<file path="src/rtl/segld_pkg.sv">
`timescale 1ns/1ps
package segld_pkg;

    localparam int NUM_SEG  = 62;
    localparam int GRP_SEGS = 21;
    localparam int NUM_GRP  = 3;
    localparam int NUM_COM  = 3;
    localparam int FRAME_3C = 72;
    localparam int FRAME_2C = 48;
    localparam int SR_LEN   = (FRAME_3C > FRAME_2C) ? FRAME_3C : FRAME_2C;
    localparam int LAT_W    = NUM_SEG * NUM_COM;

    typedef enum logic {
        DUTY_2C = 1'b0,
        DUTY_3C = 1'b1
    } duty_e;

    typedef struct packed {
        logic cs;
        logic sck;
        logic dat;
    } ser_pins_t;

    typedef struct packed {
        logic shift;
        logic load;
        logic dat;
    } ser_evt_t;

    // number of segments carried by bank g
    function automatic int grp_seg_count(input int g, input int grp_segs, input int num_seg);
        int last;
        last = (g + 1) * grp_segs;
        if (last > num_seg) last = num_seg;
        return last - g * grp_segs;
    endfunction

    // first segment index of bank g
    function automatic int grp_first_seg(input int g, input int grp_segs);
        return g * grp_segs;
    endfunction

endpackage

</file>
<file path="src/rtl/segld_shifter.sv">
`timescale 1ns/1ps
module segld_shifter #(
    parameter int SR_LEN = segld_pkg::SR_LEN
) (
    input  logic                  clk,
    input  logic                  rst,
    input  segld_pkg::ser_pins_t  pins,
    output logic [SR_LEN-1:0]     sr_q,
    output logic                  load_evt
);
    import segld_pkg::*;

    logic     sck_q;
    logic     cs_q;
    ser_evt_t evt;

    always_comb begin
        evt.shift = pins.cs & pins.sck & ~sck_q;
        evt.load  = cs_q & ~pins.cs;
        evt.dat   = pins.dat;
    end

    always_ff @(posedge clk) begin
        if (rst) begin
            sck_q <= 1'b0;
            cs_q  <= 1'b0;
            sr_q  <= '0;
        end else begin
            sck_q <= pins.sck;
            cs_q  <= pins.cs;
            if (evt.shift) begin
                sr_q <= {evt.dat, sr_q[SR_LEN-1:1]};
            end
        end
    end

    assign load_evt = evt.load;


    gate_closed_chk: assert property (@(posedge clk) disable iff (rst)
        !pins.cs |=> $stable(sr_q));


    newest_bit_chk: assert property (@(posedge clk) disable iff (rst)
        (pins.cs && pins.sck && !sck_q) |=> (sr_q[SR_LEN-1] == $past(pins.dat)));


    shift_move_chk: assert property (@(posedge clk) disable iff (rst)
        (pins.cs && pins.sck && !sck_q) |=> (sr_q[SR_LEN-2:0] == $past(sr_q[SR_LEN-1:1])));


    paused_hold_chk: assert property (@(posedge clk) disable iff (rst)
        !(pins.sck && !sck_q) |=> $stable(sr_q));

endmodule

</file>
<file path="src/rtl/segld_decode.sv">
`timescale 1ns/1ps
module segld_decode #(
    parameter int NUM_SEG  = segld_pkg::NUM_SEG,
    parameter int GRP_SEGS = segld_pkg::GRP_SEGS,
    parameter int NUM_GRP  = segld_pkg::NUM_GRP,
    parameter int NUM_COM  = segld_pkg::NUM_COM,
    parameter int FRAME_3C = segld_pkg::FRAME_3C,
    parameter int FRAME_2C = segld_pkg::FRAME_2C,
    parameter int SR_LEN   = segld_pkg::SR_LEN,
    localparam int LAT_W   = NUM_SEG * NUM_COM
) (
    input  logic [SR_LEN-1:0]    sr_q,
    input  segld_pkg::duty_e     duty,
    output logic [NUM_GRP-1:0]   grp_sel,
    output logic [LAT_W-1:0]     image
);
    import segld_pkg::*;

    localparam int COM_2C  = NUM_COM - 1;
    localparam int BASE_3C = SR_LEN - FRAME_3C;
    localparam int BASE_2C = SR_LEN - FRAME_2C;
    localparam int ADDR_LO = SR_LEN - NUM_GRP;

    logic use_3c;
    assign use_3c = (duty == DUTY_3C);

    // bank mask: oldest of the newest NUM_GRP stages enables bank 0
    for (genvar g = 0; g < NUM_GRP; g++) begin : g_addr
        assign grp_sel[g] = sr_q[ADDR_LO + g];
    end

    for (genvar s = 0; s < NUM_SEG; s++) begin : g_seg
        localparam int J = s % GRP_SEGS;
        for (genvar c = 0; c < NUM_COM; c++) begin : g_com
            localparam int S3 = BASE_3C + NUM_COM * J + c;
            if (c < COM_2C) begin : g_both
                localparam int S2 = BASE_2C + COM_2C * J + c;
                assign image[s*NUM_COM + c] = use_3c ? sr_q[S3] : sr_q[S2];
            end else begin : g_only3
                assign image[s*NUM_COM + c] = use_3c & sr_q[S3];
            end
        end
    end

endmodule

</file>
<file path="src/rtl/segld_bank_latch.sv">
`timescale 1ns/1ps
module segld_bank_latch #(
    parameter int NUM_SEG  = segld_pkg::NUM_SEG,
    parameter int GRP_SEGS = segld_pkg::GRP_SEGS,
    parameter int NUM_GRP  = segld_pkg::NUM_GRP,
    parameter int NUM_COM  = segld_pkg::NUM_COM,
    localparam int LAT_W   = NUM_SEG * NUM_COM
) (
    input  logic                clk,
    input  logic                rst,
    input  logic                load,
    input  logic [NUM_GRP-1:0]  grp_sel,
    input  logic [LAT_W-1:0]    image,
    output logic [LAT_W-1:0]    disp_q
);
    import segld_pkg::*;

    for (genvar g = 0; g < NUM_GRP; g++) begin : g_bank
        localparam int FIRST = grp_first_seg(g, GRP_SEGS) * NUM_COM;
        localparam int W     = grp_seg_count(g, GRP_SEGS, NUM_SEG) * NUM_COM;

        logic [W-1:0] bank_q;
        logic         we;

        assign we = load & grp_sel[g];

        always_ff @(posedge clk) begin
            if (rst) begin
                bank_q <= '0;
            end else if (we) begin
                bank_q <= image[FIRST +: W];
            end
        end

        assign disp_q[FIRST +: W] = bank_q;


        bank_keep_chk: assert property (@(posedge clk) disable iff (rst)
            !(load && grp_sel[g]) |=> $stable(disp_q[FIRST +: W]));


        bank_take_chk: assert property (@(posedge clk) disable iff (rst)
            (load && grp_sel[g]) |=> (disp_q[FIRST +: W] == $past(image[FIRST +: W])));
    end

endmodule

</file>
<file path="src/rtl/seg_frame_loader.sv">
`timescale 1ns/1ps
module seg_frame_loader #(
    parameter int NUM_SEG  = segld_pkg::NUM_SEG,
    parameter int GRP_SEGS = segld_pkg::GRP_SEGS,
    parameter int NUM_GRP  = segld_pkg::NUM_GRP,
    parameter int NUM_COM  = segld_pkg::NUM_COM,
    parameter int FRAME_3C = segld_pkg::FRAME_3C,
    parameter int FRAME_2C = segld_pkg::FRAME_2C,
    localparam int SR_LEN  = (FRAME_3C > FRAME_2C) ? FRAME_3C : FRAME_2C,
    localparam int LAT_W   = NUM_SEG * NUM_COM
) (
    input  logic             clk,
    input  logic             rst,
    input  logic             cs_i,
    input  logic             sck_i,
    input  logic             dat_i,
    input  logic             duty3_i,
    output logic [LAT_W-1:0] disp_q
);
    import segld_pkg::*;

    ser_pins_t           pins;
    duty_e               duty;
    logic [SR_LEN-1:0]   sr_q;
    logic                load_evt;
    logic [NUM_GRP-1:0]  grp_sel;
    logic [LAT_W-1:0]    image;

    always_comb begin
        pins.cs  = cs_i;
        pins.sck = sck_i;
        pins.dat = dat_i;
        duty     = duty3_i ? DUTY_3C : DUTY_2C;
    end

    segld_shifter #(
        .SR_LEN (SR_LEN)
    ) u_shifter (
        .clk      (clk),
        .rst      (rst),
        .pins     (pins),
        .sr_q     (sr_q),
        .load_evt (load_evt)
    );

    segld_decode #(
        .NUM_SEG  (NUM_SEG),
        .GRP_SEGS (GRP_SEGS),
        .NUM_GRP  (NUM_GRP),
        .NUM_COM  (NUM_COM),
        .FRAME_3C (FRAME_3C),
        .FRAME_2C (FRAME_2C),
        .SR_LEN   (SR_LEN)
    ) u_decode (
        .sr_q    (sr_q),
        .duty    (duty),
        .grp_sel (grp_sel),
        .image   (image)
    );

    segld_bank_latch #(
        .NUM_SEG  (NUM_SEG),
        .GRP_SEGS (GRP_SEGS),
        .NUM_GRP  (NUM_GRP),
        .NUM_COM  (NUM_COM)
    ) u_latch (
        .clk     (clk),
        .rst     (rst),
        .load    (load_evt),
        .grp_sel (grp_sel),
        .image   (image),
        .disp_q  (disp_q)
    );


    image_idle_chk: assert property (@(posedge clk) disable iff (rst)
        !load_evt |=> $stable(disp_q));


    zero_mask_chk: assert property (@(posedge clk) disable iff (rst)
        (load_evt && (grp_sel == '0)) |=> $stable(disp_q));

    for (genvar s = 0; s < NUM_SEG; s++) begin : g_c3

        third_com_clear_chk: assert property (@(posedge clk) disable iff (rst)
            (load_evt && grp_sel[s / GRP_SEGS] && !duty3_i)
                |=> !disp_q[s*NUM_COM + NUM_COM - 1]);
    end

endmodule

</file>
<file path="config.mk">
export PLATFORM = sky130hd
export DESIGN_NAME = seg_frame_loader
export DESIGN_NICKNAME = d
export VERILOG_FILES = /design/src/rtl/segld_pkg.sv /design/src/rtl/segld_shifter.sv /design/src/rtl/segld_decode.sv /design/src/rtl/segld_bank_latch.sv /design/src/rtl/seg_frame_loader.sv
export SDC_FILE = /design/constraint.sdc
export NUM_CORES = 1
export LEC_CHECK = 0
export BUFFER_PORTS_ARGS = -buffer_cell sky130_fd_sc_hd__buf_2
export CELL_PAD_IN_SITES_DETAIL_PLACEMENT = 0
export CELL_PAD_IN_SITES_GLOBAL_PLACEMENT = 1
export CORE_MARGIN = 2
export CORE_UTILIZATION = 40
export DETAILED_ROUTE_END_ITERATION = 8
export GPL_TIMING_DRIVEN = 0
export PLACE_DENSITY = 0.75
export SETUP_SLACK_MARGIN = 0.4
export SYNTH_ARGS = -nofsm -noshare
export SYNTH_HDL_FRONTEND = slang
export SYNTH_HIERARCHICAL = 1
export SYNTH_SLANG_ARGS = --single-unit
</file>
<file path="constraint.sdc">
create_clock -name clk -period 1.15 [get_ports clk]
set_input_delay 0.23 -clock clk [delete_from_list [all_inputs] [get_ports clk]]
set_output_delay 0.23 -clock clk [all_outputs]
set_load 0.01 [all_outputs]
</file>
==> results.md, run 1 <==
- Status: complete, but fails checks
- Failing checks: hold timing, setup timing
- CTS tree: built
- Ordered list of cells on the worst path: nor2b_4 > buf_12 > buf_16 > clkbuf_16 > nand3_2 > a21oi_1
- Vias/cell: 5.102
- Yosys cell types: 18
- Worst-Skew Late Latency: 570 ps
- R2R setup slack: -230 ps
- Synthesized Nets: 1,290
- Final core utilization: 62.83%
- CP endpoint kind: flip-flop
- Area Growth Syn to Fin: 54.06%
- TritonCTS Sinks: 260
- Drt total wl: 38,090 µm
- Die Ht: 181.1 µm
- Worst Path Max Fanout: 6
- Top_reg_cell synth: dfxtp_1
- Largest net degree at the start of global routing: 16
- Final setup viols: 372
- Vias post-DR: 10,000
- Worst-Margin Slew: 732.0 ps
- # diodes: 0
- Num CTS Buffers: 31
- Post-synth top area share: 41.50%
- Critical path class: flip-flop to flip-flop
- Slowest stage cell, crit path: dfxtp_2
- Lkg Pwr: 7.787 nW
- Initial antenna violation count: 0
- Final period demand of the worst path: 1378 ps
- Post-synthesis sequential area ratio: 41.50%
- Port bufs: 189
- CP Data Arrival Time: 1860 ps
- Number of remaining DRC errors: 0
- H-tree lvl count: 1
- Placed wire-length estimate: 26,040 µm
- Avg Inst Size Synth: 9.767 µm²
- RSZ-0062 raised after global routing: yes
- Startpoint types: flip-flop
- WHS: -32.49 ps
- Power per cell area: 1075 mW/mm²
- Reg2reg path depth: 6
- Final setup margin: -227.7 ps
- Most frequent cell after synthesis: dfxtp_1
- Worst vdd ir: 0.001058 V
- Pre-Repair DR Iteration Count: 5
- Core area: 0.03075 mm²
- Synth area leaders: dfxtp_1 42%, a21bo_2 15%, buf_4 8.1%
- Worst reg2reg path startpoint: u_shifter/cs_q$_SDFF_PP0_
- Most common library cells after synthesis: 260 x dfxtp_1, 186 x a21bo_2, 186 x a21oi_1, 186 x nand3_1, 135 x buf_4
- Via count of the first global-routing pass: 9,682
- Critical Path RT: 1630 ps
- Die area: 0.03278 mm²
- Starting density of the core: 40.78%
- Cell accounting for the most synthesized area: dfxtp_1
- YS warnings: 6
- Slew Limit Fails: 0
- Initial DRC Count: 493
- GRT overflow: 0
- Clock skew: 18.17 ps
- Final nets: 1,547
- First-pass GRT wire length: 56,040 µm
- Inst Count DP: 1,869
- FF+latch count, synth: 260
- Mapped Cells: 1,284
- WL/cell: 19.43 µm
- Count of final hold-check violations: 1
- Worst setup path endpoint: u_latch/g_bank[1].bank_q[61]$_SDFFE_PP0P_
- Number of synthesized flops with an enable pin: 0
- Crit. Startpoint: u_shifter/cs_q$_SDFF_PP0_
- Non-filler cells, final: 1,960
- Row cnt: 64
- Hold/Removal Path Class: input port to flip-flop
- Max-Cap Viols: 0
- Async set-reset flop share out of synthesis: 0%
- Mapped Area: 0.01254 mm²
- Layout cells sized above 1: 70.46%
- IO Pins: 192
- Worst r2r dst: u_latch/g_bank[1].bank_q[61]$_SDFFE_PP0P_
- Crit-path max cell delay: 320 ps
- Clock transition at path regs: 70 ps
- Hold_buf cts: 2
- Placer congestion estimate: 0.7680
- PnR Total Power: 20.77 mW
- Final worst path period share: 119.8%
- Root Driver: clkbuf_16
- Fmax: 725.8 MHz
- Post-route ant nets: 0
- Die Wd: 181.1 µm
- Clock Tree Buf Depth: 3
- Slew HR: 51.20%
- Tot GR Track Use: 21.57%
==> logic make-up after synthesis <==
family / count (synthesis) / share of synthesized area [%]
AOI/OAI and AO/OA: 372 / 22.27
buffers and inverters: 253 / 13.15
DFF: 260 / 41.50
muxes: 114 / 10.69
and+or+nand+nor: 285 / 12.39
==> power by group <==
part	total [mW]	switching, mW	internal, mW
registers	9.01	0.00215	9.01
logic	1.36	0.774	0.585
clock network	10.4	4.02	6.38
total	20.8	4.79	16.0
==> repair_timing <==
| action | in CTS | in global routing |
|---|---|---|
| pin swaps | 30 | 112 |
| endpoints found under the setup margin | 444 | 444 |
| cloned | 2 | 16 |
| hold endpoints to repair | 3 | 1 |
| setup buffers | 4 | 11 |
| resized for setup | 136 | 477 |
==> metal layers <==
layer,global-route usage (%),up-vias,routed length [µm]
met1,29.49,4890,17710
li1,-,4895,-
met5,0,-,0
met4,3.317,0,423
met2,37.26,179,18700
met3,2.520,36,1258
==> per-stage QoR <==
step / setup slack (ps) / TNS, ps / instance area [µm²]
2_1_floorplan: 3.375 / 0 / 13650
3_3_place_gp: -461.8 / -59170 / 15100
3_5_place_dp: -482.8 / -62070 / 15100
4_1_cts: -193.5 / -50330 / 16820
5_1_grt: -253.5 / -63260 / 19320
6_report: -227.7 / -46460 / 19320
==> layout make-up <==
cell class,count,area [µm²]
plain buffers,253,2693
clock buffers,40,859.6
clock inverters,16,227.7
fillers,2555,11430
multi-input cells,771,6934
flip-flops and latches,260,5428
well taps,396,495.5
repair buffers,224,2683
==> worst min path at each step <==
stage                              startpoint                        endpoint  cells past startpoint
6_report                                 cs_i       u_shifter/cs_q$_SDFF_PP0_                      2
3_5_place_dp   u_shifter/sr_q[0]$_SDFFE_PP0P_  u_shifter/sr_q[0]$_SDFFE_PP0P_                      2
3_3_place_gp   u_shifter/sr_q[0]$_SDFFE_PP0P_  u_shifter/sr_q[0]$_SDFFE_PP0P_                      2
5_1_grt                                  cs_i       u_shifter/cs_q$_SDFF_PP0_                      2
2_1_floorplan                            cs_i       u_shifter/cs_q$_SDFF_PP0_                      1
4_1_cts                                  cs_i       u_shifter/cs_q$_SDFF_PP0_                      2
==> critical path, delay by kind of cell, from the launching register on <==
family	cells	cell delay [ps]
buffers and inverters	3	510
and+or+nand+nor	2	310
DFF	1	320
AOI/OAI and AO/OA	1	130
==> state kept, by name, indices dropped and copies added (netlist names) <==
register               flops
u_shifter/sr_q            72
u_latch/g_bank.bank_q    186
u_shifter/sck_q            1
u_shifter/cs_q             1
==> cells in the final DEF, fill, tap and decap left out, drive strengths merged, types with 3 or more instances in the layout <==
| cell | instances |
|---|---|
| buf | 408 |
| dfxtp | 260 |
| a21bo | 186 |
| a21oi | 186 |
| nand3 | 186 |
| clkbuf | 107 |
| nand2b | 73 |
| mux2i | 72 |
| mux2 | 42 |
| and2 | 21 |
| clkinv | 7 |
| bufinv | 5 |
| clkinvlp | 3 |
| nor2b | 3 |
Power figures use the tool's default switching activity.
==> run 2: changes to the inputs <==
- CTS_BUF_LIST: unset -> sky130_fd_sc_hd__clkbuf_4 sky130_fd_sc_hd__clkbuf_8 sky130_fd_sc_hd__clkbuf_16
==> results.md, run 2 (same netlist as run 1, synthesis figures left out) <==
- Status: complete, but fails checks (unchanged)
- Failing checks: hold timing, setup timing (unchanged)
- Non-filler cells, final: 1,956 (was 1,960)
- Count of final hold-check violations: 1 (unchanged)
- Critical Path RT: 1640 ps (was 1630 ps)
- Final setup viols: 372 (unchanged)
- Fmax: 736.1 MHz (was 725.8 MHz)
- Cell area after placement: 0.01510 mm² (unchanged)
- Worst vdd ir: 0.001055 V (was 0.001058 V)
- GRT overflow: 0 (unchanged)
- First-pass GRT wire length: 56,080 µm (was 56,040 µm)
- Die Wd: 181.1 µm (unchanged)
- Placer congestion estimate: 0.7680 (unchanged)
- Final core utilization: 61.78% (was 62.83%)
- Tot GR Track Use: 21.59% (was 21.57%)
- Via count of the first global-routing pass: 9,689 (was 9,682)
- Core area: 0.03075 mm² (unchanged)
- WHS: -34.32 ps (was -32.49 ps)
- RSZ-0062 raised after global routing: yes (unchanged)
- CP Data Arrival Time: 1850 ps (was 1860 ps)
- R2R setup slack: -210 ps (was -230 ps)
- Area Growth Syn to Fin: 51.48% (was 54.06%)
- Initial DRC Count: 445 (was 493)
- Finished Cell Area: 0.01900 mm² (was 0.01932 mm²)
- Drt total wl: 37,720 µm (was 38,090 µm)
- Placed wire-length estimate: 26,040 µm (unchanged)
- Starting density of the core: 40.78% (unchanged)
- Post-route ant nets: 0 (unchanged)
- H-tree lvl count: 1 (unchanged)
- Die area: 0.03278 mm² (unchanged)
- Vias/cell: 5.085 (was 5.102)
- Inst Count DP: 1,869 (unchanged)
- CP endpoint kind: flip-flop (unchanged)
- Final nets: 1,543 (was 1,547)
- Num CTS Buffers: 31 (unchanged)
- Power per cell area: 1096 mW/mm² (was 1075 mW/mm²)
- Layout cells sized above 1: 68.78% (was 70.46%)
- Clock skew: 18.64 ps (was 18.17 ps)
- Final worst path period share: 118.1% (was 119.8%)
- Fillers: 2,599 (was 2,555)
- Largest regs: u_latch/g_bank.bank_q (186), u_shifter/sr_q (72) (unchanged)
- Max FFs per register: 186 (unchanged)
- Worst Path Max Fanout: 7 (was 6)
- WL/cell: 19.28 µm (was 19.43 µm)
- # diodes: 0 (unchanged)
- Worst r2r dst: u_latch/g_bank[1].bank_q[18]$_SDFFE_PP0P_ (was u_latch/g_bank[1].bank_q[61]$_SDFFE_PP0P_)
- Final period demand of the worst path: 1358 ps (was 1378 ps)
- Worst reg2reg path startpoint: u_shifter/cs_q$_SDFF_PP0_ (unchanged)
- Hold/Removal Path Class: input port to flip-flop (unchanged)
- Worst hold stages: 2 (unchanged)
- Most frequent cells in the layout: 264 x buf_6, 168 x dfxtp_2, 167 x a21bo_2 (was 274 x buf_6, 178 x dfxtp_2, 162 x a21bo_2)
- WHS Endpoint: u_shifter/cs_q$_SDFF_PP0_ (unchanged)
- Hold_buf cts: 2 (unchanged)
- Startpoint types: flip-flop (unchanged)
- Initial antenna violation count: 0 (unchanged)
- Register area: 0.005415 mm² (was 0.005428 mm²)
- Lkg Pwr: 7.762 nW (was 7.787 nW)
- Number of remaining DRC errors: 0 (unchanged)
- Commonest non-fill, non-tap cell in the layout: buf_6 (unchanged)
- Port bufs: 189 (unchanged)
- Worst-Margin Slew: 739.8 ps (was 732.0 ps)
- Reg2reg path depth: 6 (unchanged)
- Vias post-DR: 9,946 (was 10,000)
- Clock transition at path regs: 70 ps (about the same)
- Pre-Repair DR Iteration Count: 5 (unchanged)
- Worst-Skew Late Latency: 570 ps (about the same)
- Max-Cap Viols: 0 (unchanged)
- Root Driver: clkbuf_16 (unchanged)
- Min-delay src: cs_i (unchanged)
- Critical path class: flip-flop to flip-flop (unchanged)
- Biggest register: u_latch/g_bank.bank_q (unchanged)
- Final setup margin: -208.5 ps (was -227.7 ps)
- Slew HR: 50.68% (was 51.20%)
- Die Ht: 181.1 µm (unchanged)
- TritonCTS Sinks: 260 (unchanged)
- CTS tree: built (unchanged)
- Clock Tree Buf Depth: 3 (unchanged)
- Row cnt: 64 (unchanged)
- Multi-input gate area: 0.006695 mm² (was 0.006934 mm²)
- Slew Limit Fails: 0 (unchanged)
- IO Pins: 192 (unchanged)
- Largest net degree at the start of global routing: 16 (unchanged)
[run 2: cell count changes in the layout (fill, tap and decap cells not counted), moves of 10 or more]
cell,previous run,this run
dfxtp_1,82,92
nand3_4,30,13
nand3_2,82,95
a21oi_1,107,123
dfxtp_2,178,168
buf_6,274,264
a21oi_2,79,63
[run 2: per-stage QoR]
step / hold slack, ps / total power, mW / setup slack (ps) / setup TNS [ps]
after floorplan: 358.2 / 9.924 / 3.375 / 0
after global placement: 466.2 / 10.18 / -461.8 / -59170
after detailed placement: 480.5 / 10.18 / -482.8 / -62070
after CTS: -54.50 / 20.79 / -195.0 / -50720
after global routing: -54.85 / 21.49 / -261.1 / -63500
final: -34.32 / 20.82 / -208.5 / -46150
[run 2: how the worst max path moves through the flow]
stage                                         start                                   endpoint  slack, ps  cells past startpoint
detailed placement  u_shifter/sr_q[70]$_SDFFE_PP0P_  u_latch/g_bank[1].bank_q[61]$_SDFFE_PP0P_       -480                      6
global route              u_shifter/cs_q$_SDFF_PP0_   u_latch/g_bank[1].bank_q[5]$_SDFFE_PP0P_       -260                      6
finish                    u_shifter/cs_q$_SDFF_PP0_  u_latch/g_bank[1].bank_q[18]$_SDFFE_PP0P_       -210                      6
CTS                       u_shifter/cs_q$_SDFF_PP0_  u_latch/g_bank[1].bank_q[31]$_SDFFE_PP0P_       -200                      6
floorplan                                   duty3_i  u_latch/g_bank[2].bank_q[51]$_SDFFE_PP0P_          3                      6
global placement    u_shifter/sr_q[70]$_SDFFE_PP0P_  u_latch/g_bank[1].bank_q[61]$_SDFFE_PP0P_       -460                      6
[run 2: cell type report]
class / count / area share, %
Multi-Input combinational cell: 771 / 35.24
Sequential cell: 260 / 28.51
Buffer: 253 / 14.10
Timing Repair Buffer: 220 / 13.74
Clock buffer: 40 / 4.604
Tap cell: 396 / 2.608
Clock inverter: 16 / 1.199
[run 2: timing repair]
| action | in CTS | in global routing |
|---|---|---|
| hold endpoints to repair | 3 | 1 |
| setup buffers | 4 | 7 |
| gates cloned | 2 | 16 |
| setup endpoints to repair | 444 | 444 |
| gates resized for setup | 118 | 435 |
| pin swaps | 37 | 93 |
[run 2: worst max-delay path, cell delays in order (launching register included)]
cell	delay (ps)
dfxtp_2	320
nor2b_4	220
buf_12	180
buf_16	190
clkbuf_16	170
nand3_2	70
a21oi_2	120
[run 2: metal layers]
| layer | vias to the layer above | part of all wire, % | global-route usage [%] | wire length, µm |
|---|---|---|---|---|
| met5 | - | 0 | 0 | 0 |
| met4 | 0 | 0.93 | 3.285 | 352 |
| met3 | 34 | 3.5 | 2.560 | 1333 |
| met2 | 186 | 49 | 37.29 | 18450 |
| met1 | 4859 | 47 | 29.51 | 17580 |
| li1 | 4867 | - | - | - |
[run 2: power breakdown]
group	switching, mW	internal [mW]	total [mW]
logic	0.754	0.582	1.34
clock network	4.00	6.48	10.5
registers	0.00217	9.01	9.01
==> run 3: changes to the inputs <==
--- a/config.mk
+++ b/config.mk
@@ -10,9 +10,9 @@
 export CELL_PAD_IN_SITES_GLOBAL_PLACEMENT = 1
 export CORE_MARGIN = 2
-export CORE_UTILIZATION = 40
+export CORE_UTILIZATION = 48
 export CTS_BUF_LIST = sky130_fd_sc_hd__clkbuf_4 sky130_fd_sc_hd__clkbuf_8 sky130_fd_sc_hd__clkbuf_16
 export DETAILED_ROUTE_END_ITERATION = 8
 export GPL_TIMING_DRIVEN = 0
-export PLACE_DENSITY = 0.75
+export PLACE_DENSITY = 0.84
 export SETUP_SLACK_MARGIN = 0.4
 export SYNTH_ARGS = -nofsm -noshare
==> constraint.sdc (replaced) <==
create_clock -name clk -period 1.7 [get_ports clk]
set_input_delay 0 -clock clk [delete_from_list [all_inputs] [get_ports clk]]
set_output_delay 0 -clock clk [all_outputs]
set_load 0.01 [all_outputs]
==> results.md, run 3 (same netlist as run 1, synthesis figures left out) <==
- Lkg Pwr: 7.015 nW (was 7.762 nW)
- Port bufs: 189 (unchanged)
- Layout cells sized above 1: 45.71% (was 68.78%)
- Worst r2r dst: u_latch/g_bank[2].bank_q[44]$_SDFFE_PP0P_ (was u_latch/g_bank[1].bank_q[18]$_SDFFE_PP0P_)
- Number of remaining DRC errors: 0 (unchanged)
- # diodes: 0 (unchanged)
- Slew Limit Fails: 0 (unchanged)
- Max-Cap Viols: 0 (unchanged)
- CP Data Arrival Time: 1790 ps (was 1850 ps)
- H-tree lvl count: 1 (unchanged)
- Post-route ant nets: 0 (unchanged)
- Worst hold stages: 3 (was 2)
- GRT overflow: 0 (unchanged)
- Critical Path RT: 2160 ps (was 1640 ps)
- Worst Path Max Fanout: 10 (was 7)
- Crit-path max cell delay: 320 ps (about the same)
- Startpoint types: flip-flop (unchanged)
- Reg2reg path depth: 5 (was 6)
- Placer congestion estimate: 0.7830 (was 0.7680)
- Final period demand of the worst path: 1328 ps (was 1358 ps)
- Status: finished clean (was complete, but fails checks)
- Largest regs: u_latch/g_bank.bank_q (186), u_shifter/sr_q (72) (unchanged)
- Core area: 0.02584 mm² (was 0.03075 mm²)
- Worst reg2reg path startpoint: u_shifter/sr_q[71]$_SDFFE_PP0P_ (was u_shifter/cs_q$_SDFF_PP0_)
- First-pass GRT wire length: 51,100 µm (was 56,080 µm)
- Root Driver: clkbuf_16 (unchanged)
- RSZ-0062 raised after global routing: yes (unchanged)
- Critical path class: flip-flop to flip-flop (unchanged)
- Slew HR: 60.41% (was 50.68%)
- Die Wd: 165.6 µm (was 181.1 µm)
- Via count of the first global-routing pass: 9,401 (was 9,689)
- Slowest stage cell, crit path: dfxtp_1 (was dfxtp_2)
- Die area: 0.02744 mm² (was 0.03278 mm²)
- CP endpoint kind: flip-flop (unchanged)
- R2R setup slack: 370 ps (was -210 ps)
- Final setup viols: 0 (was 372)
- Vias post-DR: 9,617 (was 9,946)
- Final worst path period share: 78.10% (was 118.1%)
- Initial antenna violation count: 0 (unchanged)
- Die Ht: 165.6 µm (was 181.1 µm)
- Hold/Removal Path Class: input port to flip-flop (unchanged)
- Biggest register: u_latch/g_bank.bank_q (unchanged)
- Commonest non-fill, non-tap cell in the layout: dfxtp_1 (was buf_6)
- Min-delay src: rst (was cs_i)
- Inst Count DP: 1,808 (was 1,869)
- Num CTS Buffers: 28 (was 31)
- PnR Total Power: 12.68 mW (was 20.82 mW)
- CTS tree: built (unchanged)
- WL/cell: 17.88 µm (was 19.28 µm)
- Clock Tree Buf Depth: 3 (unchanged)
- Drt total wl: 33,290 µm (was 37,720 µm)
- Count of final hold-check violations: 0 (was 1)
- WHS Endpoint: u_latch/g_bank[0].bank_q[59]$_SDFFE_PP0P_ (was u_shifter/cs_q$_SDFF_PP0_)
- Worst-Margin Slew: 593.9 ps (was 739.8 ps)
- Final nets: 1,517 (was 1,543)
- Clock skew: 19.64 ps (was 18.64 ps)
- Max FFs per register: 186 (unchanged)
- Placed wire-length estimate: 24,190 µm (was 26,040 µm)
- Worst-Skew Late Latency: 540 ps (was 570 ps)
- Pre-Repair DR Iteration Count: 5 (unchanged)
- Initial DRC Count: 446 (was 445)
- Tot GR Track Use: 22.91% (was 21.59%)
- Area Growth Syn to Fin: 21.12% (was 51.48%)
- Non-filler cells, final: 1,862 (was 1,956)
- Power per cell area: 834.6 mW/mm² (was 1096 mW/mm²)
- Vias/cell: 5.165 (was 5.085)
- Fmax: 753.2 MHz (was 736.1 MHz)
- Most frequent cells in the layout: 260 x dfxtp_1, 203 x buf_2, 186 x nand3_1, 186 x a21bo_2, 184 x a21oi_1 (was 264 x buf_6, 168 x dfxtp_2, 167 x a21bo_2)
- Largest net degree at the start of global routing: 14 (was 16)
- Starting density of the core: 48.54% (was 40.78%)
- Ordered list of cells on the worst path: buf_4 > buf_4 > buf_4 > a21bo_2 > a21oi_1 (was nor2b_4 > buf_12 > buf_16 > clkbuf_16 > nand3_2 > a21oi_2)
- Worst vdd ir: 0.0007239 V (was 0.001055 V)
- IO Pins: 192 (unchanged)
- Critical Path Most Common Cell: buf_4
- Clock transition at path regs: 60 ps (was 70 ps)
- Row cnt: 59 (was 64)
- Fillers: 2,331 (was 2,599)
- TritonCTS Sinks: 260 (unchanged)
-- run 3: critical path: cells and delay by family (launching register included) --
kind	cells	cell delay (ps)
buffers and inverters	3	560
flip-flops	1	320
AO/OA/AOI/OAI	2	370
-- run 3: per-layer routing --
metal  wire length (µm)  track usage (%)  part of all wire [%]
met2              15710            38.46                    47
met4                523            4.991                   1.6
met3               1366            3.369                   4.1
met1              15690            31.36                    47
met5                  0                0                     0
-- run 3: worst max-delay path by stage --
stage                                               start                                        end  slack, ps  cells after the start
after floorplan                 u_shifter/cs_q$_SDFF_PP0_  u_latch/g_bank[0].bank_q[19]$_SDFFE_PP0P_        460                      5
after global placement          u_shifter/cs_q$_SDFF_PP0_   u_latch/g_bank[1].bank_q[5]$_SDFFE_PP0P_       -100                      5
after detailed placement        u_shifter/cs_q$_SDFF_PP0_   u_latch/g_bank[1].bank_q[5]$_SDFFE_PP0P_       -130                      5
after CTS                       u_shifter/cs_q$_SDFF_PP0_   u_latch/g_bank[0].bank_q[6]$_SDFFE_PP0P_        380                      5
after global routing            u_shifter/cs_q$_SDFF_PP0_   u_latch/g_bank[0].bank_q[2]$_SDFFE_PP0P_        300                      5
final                     u_shifter/sr_q[71]$_SDFFE_PP0P_  u_latch/g_bank[2].bank_q[44]$_SDFFE_PP0P_        370                      5
-- run 3: where the power goes --
| group | total [mW] | leakage, nW | internal (mW) | switching [mW] |
|---|---|---|---|---|
| clock | 5.94 | 0.456 | 3.53 | 2.42 |
| combinational | 0.634 | 4.47 | 0.227 | 0.407 |
| sequential | 6.10 | 2.09 | 6.10 | 0.00163 |
| total | 12.7 | 7.01 | 9.85 | 2.83 |
-- run 3: area by class of cell --
class | instances | area (µm²) | share of cell area (%)
multi-input cells | 771 | 5705 | 37.56
plain buffers | 253 | 1913 | 12.59
clock buffers | 38 | 830.8 | 5.470
flip-flops and latches | 260 | 5205 | 34.27
well taps | 335 | 419.2 | 2.759
clock inverters | 8 | 65.06 | 0.4283
repair buffers | 197 | 1051 | 6.919
-- run 3: metrics by stage --
stage                     setup TNS [ps]  worst slack (ps)  area [µm²]  utilization [%]  hold slack (ps)
after global placement            -952.7            -99.70       13910            53.82            249.6
after floorplan                        0             455.5       12540                -            128.2
after CTS                              0             378.5       15110            58.48            57.87
after detailed placement           -1581            -125.5       13910            53.82            252.3
after global routing                   0             303.7       15190            58.79            68.55
final                                  0             372.3       15190            58.79            55.79
-- run 3: repair_timing --
action	in CTS	in global routing
endpoints found under the hold margin	24	0
hold buffers	5	0
setup endpoints to repair	186	197
buffers inserted	2	0
gates resized for setup	92	24
cloned	0	1
